==> config.mk <==
export PLATFORM = sky130hd
export DESIGN_NAME = fracn_fb_div
export DESIGN_NICKNAME = d
export VERILOG_FILES = /design/src/rtl/fracn_fb_div.sv
export SDC_FILE = /design/constraint.sdc
export NUM_CORES = 1
export LEC_CHECK = 0
export ABC_AREA = 1
export CAP_MARGIN = 15
export CORE_ASPECT_RATIO = 1.5
export CORE_UTILIZATION = 54
export DETAILED_ROUTE_END_ITERATION = 10
export PLACE_DENSITY = 0.78
export RECOVER_POWER = 25
export SLEW_MARGIN = 20
export SYNTH_ARGS = -nofsm -noshare
export SYNTH_HDL_FRONTEND = slang
export SYNTH_SLANG_ARGS = --single-unit
==> constraint.sdc <==
create_clock -name clk_vco -period 2.45 [get_ports clk_vco]
set_input_delay 0.49 -clock clk_vco [delete_from_list [all_inputs] [get_ports clk_vco]]
set_output_delay 0.49 -clock clk_vco [all_outputs]
set_load 0.03 [all_outputs]
==> src/rtl/fracn_fb_div.sv <==
module fracn_fb_div #(
  parameter int INT_W    = 9,
  parameter int FRAC_W   = 2,
  parameter int PRE_LOG2 = 4
) (
  input  logic              clk_vco,
  input  logic              rst_n,
  input  logic [INT_W-1:0]  int_word,
  input  logic [FRAC_W-1:0] frac_word,
  output logic              fb_clk,
  output logic              mod_ctl,
  output logic              out_clk
);
  localparam int N_W = INT_W + 1;
  localparam int P_W = N_W - PRE_LOG2;
  localparam int C_W = PRE_LOG2 + 1;
  localparam logic [C_W-1:0] LAST_LO = C_W'((1 << PRE_LOG2) - 1);
  localparam logic [C_W-1:0] LAST_HI = C_W'(1 << PRE_LOG2);

  logic                run;
  logic [C_W-1:0]      pre_cnt;
  logic [P_W-1:0]      p_left;
  logic [PRE_LOG2-1:0] s_left;
  logic [FRAC_W-1:0]   acc;
  logic                fb_q, out_q;

  logic [FRAC_W:0] acc_sum;
  logic [N_W-1:0]  n_next;
  assign acc_sum = {1'b0, acc} + {1'b0, frac_word};
  assign n_next  = {1'b0, int_word} + N_W'(acc_sum[FRAC_W]);

  logic swallow, pre_last, cyc_end, load;
  assign swallow  = (s_left != '0);
  assign pre_last = run && (pre_cnt == (swallow ? LAST_HI : LAST_LO));
  assign cyc_end  = pre_last && (p_left == P_W'(1));
  assign load     = !run || cyc_end;

  always_ff @(posedge clk_vco) begin
    if (!rst_n) begin
      run     <= 1'b0;
      pre_cnt <= '0;
      p_left  <= '0;
      s_left  <= '0;
      acc     <= '0;
      fb_q    <= 1'b0;
      out_q   <= 1'b0;
    end else begin
      out_q <= ~out_q;
      fb_q  <= cyc_end;
      if (load) begin
        run     <= 1'b1;
        acc     <= acc_sum[FRAC_W-1:0];
        p_left  <= n_next[N_W-1:PRE_LOG2];
        s_left  <= n_next[PRE_LOG2-1:0];
        pre_cnt <= run ? '0 : C_W'(1);
      end else if (pre_last) begin
        pre_cnt <= '0;
        p_left  <= p_left - P_W'(1);
        if (swallow) s_left <= s_left - PRE_LOG2'(1);
      end else begin
        pre_cnt <= pre_cnt + C_W'(1);
      end
    end
  end

  assign fb_clk  = fb_q;
  assign mod_ctl = swallow;
  assign out_clk = out_q;

  p_fb_single_r2: assert property (@(posedge clk_vco) disable iff (!rst_n)
    fb_clk |=> !fb_clk);

  p_legal_ratio_r3: assert property (@(posedge clk_vco) disable iff (!rst_n)
    load |-> (n_next[N_W-1:PRE_LOG2] != '0) &&
             (P_W'(n_next[PRE_LOG2-1:0]) <= n_next[N_W-1:PRE_LOG2]));

  p_swallow_drop_r4: assert property (@(posedge clk_vco) disable iff (!rst_n)
    $fell(mod_ctl) |-> $past(pre_last));

  p_out_toggle_r7: assert property (@(posedge clk_vco) disable iff (!rst_n)
    $past(rst_n) |-> (out_clk != $past(out_clk)));
endmodule

==> flow_summary.ini <==
[place]
io_buffer_count = 15
detailedPlace.worstSlack_ps = -201
gp_congestion = 0.799
hpwlAfterDp_mm = 1.85

[floorplan]
num_rows = 21
die_w_um = 41.5
start_util_pct = 56.7
coreArea_sq_mm = 0.00223
io_pins = 16
die_area_sq_mm = 0.00255
die_y_um = 61.3

[global_route]
grtUsageTotal_pct = 20.9
grt_pass1_vias = 1029
grt_first_pass_wirelength_mm = 4.13
antenna_found_initial = 0
grt_start_max_net_pins = 18
overflow = 0

[clock_tree]
clk_path_buf_depth = 2
clk_latency_ps = 310
path_clk_slew_ps = 110
cts_setup_buffers = 0
cts_tree = done
htree_num_levels = 1
cts_buffers = 3
root_buffer = clkbuf_4
clock_sinks = 20

[setup_path]
cp-end-kind = register
path_delay_family = adder cells
critical_path_arrival_ps = 2490
cpMaxStageDelayCell = clkdlybuf4s50_1
critPathBufInv = 1
cp_max_fo = 2
path_class = primary input to register
r2r_setup_slack_ps = 330
critical_path.cell_chain = clkdlybuf4s50_1 > ha_1 > fa_1 > ha_2 > ha_1 > nand3_1 > nand3b_1 > nor2_1 > xnor2_1 > nand2_1 > nand3_1 > nand2_1
crit_path_start_kind = primary input
cp.required_ps = 2670
cp_slowest_stage_delay_ps = 410

[detailed_routing]
wl_mm = 2.35
vias_per_cell = 5.20
num_vias = 1108
wl_per_cell_um = 11.0
firstDrtPassIters = 4
ant_nets = 0
drt_iter0_drc = 26
drc = 0

[sta]
worstMarginPinSlew_ps = 414
fin_skew_ps = 1.58
hold_viol_final = 0
setup_slack_ps = 181
finalMaxSlewViolations = 0
period_share_pct = 92.6
fin_tns_setup_ps = 0
setup-violations-final = 0
rsz0062_at_grt = false
max_slew_margin_pct = 72.4
layout_min_cycle_time_ps = 2270
max_freq_mhz = 441

[cells_and_area]
fill_cells = 200
diodes = 0
layout-drive-gt1-share_pct = 13.7
area_delta_synth_final_pct = 15.5
layout.nets = 212
final_core_util_pct = 65.5

[synth]
syn-num-nets = 192
synth.distinct_cells = 27
muxShareOfSynthArea_pct = 0
ys_ff_latch = 20
ys_seq_area_share_pct = 31.6
synth.avg_cell_area_sq_um = 7.40
synthSimpleGateAreaFrac_pct = 34.6
synth_top_family_by_area = simple AND/OR/NAND/NOR gates
yosys.area_share.adder_pct = 8.50
synth-xor-area-share_pct = 10.4
syn-cell-area_sq_mm = 0.00127
synth_compound_area_share_pct = 7.02
yosysWarnings = 0
syn_inst = 171

[pwr]
p_total_mw = 0.752
p_leak_nw = 0.661
powerDensity_mw_per_mm2 = 514
worst_ir_drop_vdd_mv = 0.298

[worst_hold_path]
hp-class = register to register

[flow_run]
maxCapViolations = 0

[outcome]
status = finished, final reports clean
==> path summary, 6_finish.rpt <==
| check | from | end | cells past startpoint |
|---|---|---|---|
| min | out_clk | out_clk | 1 |
| max | frac_word[0] | p_left[4] | 12 |
| max reg2reg | s_left[0] | p_left[3] | 11 |
| min reg2reg | out_clk | out_clk | 1 |
==> cell usage after synthesis, drive strengths merged <==
cell type / instances / area [sq um]
nand3: 20 / 120
nand2: 46 / 193
o211ai: 3 / 22.5
o21ai: 9 / 45.0
xor2: 10 / 87.6
nor2: 22 / 95.1
buf: 3 / 27.5
nand3b: 2 / 15.0
nor3: 2 / 15.0
a21oi: 2 / 21.3
inv: 17 / 63.8
clkinv: 1 / 5.00
dfxtp: 20 / 400
fa: 1 / 20.0
xnor2: 5 / 43.8
ha: 7 / 87.6
clkbuf: 1 / 3.75
==> cell families (layout without fill, tap and decap cells) <==
kind of cell	count (synthesis)	count (layout)
XOR/XNOR	15	15
flip-flops	20	20
adder cells (fa/ha/maj)	8	8
AO/OA/AOI/OAI	14	14
buffers and inverters	22	41
AND/OR/NAND/NOR	92	92
==> state kept, by name, indices dropped and copies added (netlist names) <==
register and count:
p_left 6, s_left 4, out_clk 1, fb_clk 1, pre_cnt 5, run 1, acc 2
==> final cells by class <==
class | count | area, sq um | area share, %
well taps | 23 | 28.8 | 1.97
multi-input cells | 129 | 748 | 51.2
flip-flops and latches | 20 | 400 | 27.4
clock buffers | 4 | 36.3 | 2.48
repair buffers | 19 | 180 | 12.3
inverters | 18 | 68.8 | 4.70
==> worst register-to-register path, cell delays in order, from the launching register on <==
cell and delay, ps:
dfxtp_1 310, inv_1 110, ha_1 240, nand2_2 60, nor2_1 320, nand3_2 100, nand2_1 190, nand2_2 120
nand3_1 310, inv_1 140, nand2_1 90, nand2_1 50
==> power by group <==
part           internal [mW]  switching, mW
clock                 0.0910          0.106
combinational         0.0836          0.107
sequential             0.347         0.0176
==> metal layers <==
layer  global-route usage [%]  wire, um  vias up
met4                     12.0        60        0
met2                     37.9      1220       36
met5                        0         0        -
met3                     2.05        72        5
li1                         -         -      581
met1                     24.1       997      486
==> cells in the final DEF (no fill, tap or decap), types with 3 or more instances in the layout <==
cell type        netlist  layout
o211ai_1               3       3
nand2_1               40      41
o21ai_0                5       5
nor2_1                19      20
o21ai_1                4       4
xnor2_1                5       5
nand2_2                5       5
clkdlybuf4s50_1        0      14
inv_1                 13      13
buf_4                  0       4
inv_2                  4       4
ha_1                   7       6
clkbuf_4               0       3
nand3_2                4       3
xor2_1                10      10
dfxtp_1               20      20
nand3_1               16      17
==> what timing repair did <==
| item | in CTS | in global routing |
|---|---|---|
| setup endpoints to repair | 0 | 1 |
| hold buffers | 0 | 0 |
| hold endpoints to repair | 0 | 0 |
| gates resized for setup | 0 | 1 |
==> stage by stage <==
step	area, sq um	instances	hold WS (ps)
floorplan	1270	171	456
global placement	1440	209	400
detailed placement	1440	209	418
CTS	1480	213	434
global route	1460	213	460
finish	1460	213	430
No activity file was read; power rests on OpenSTA's default activity.
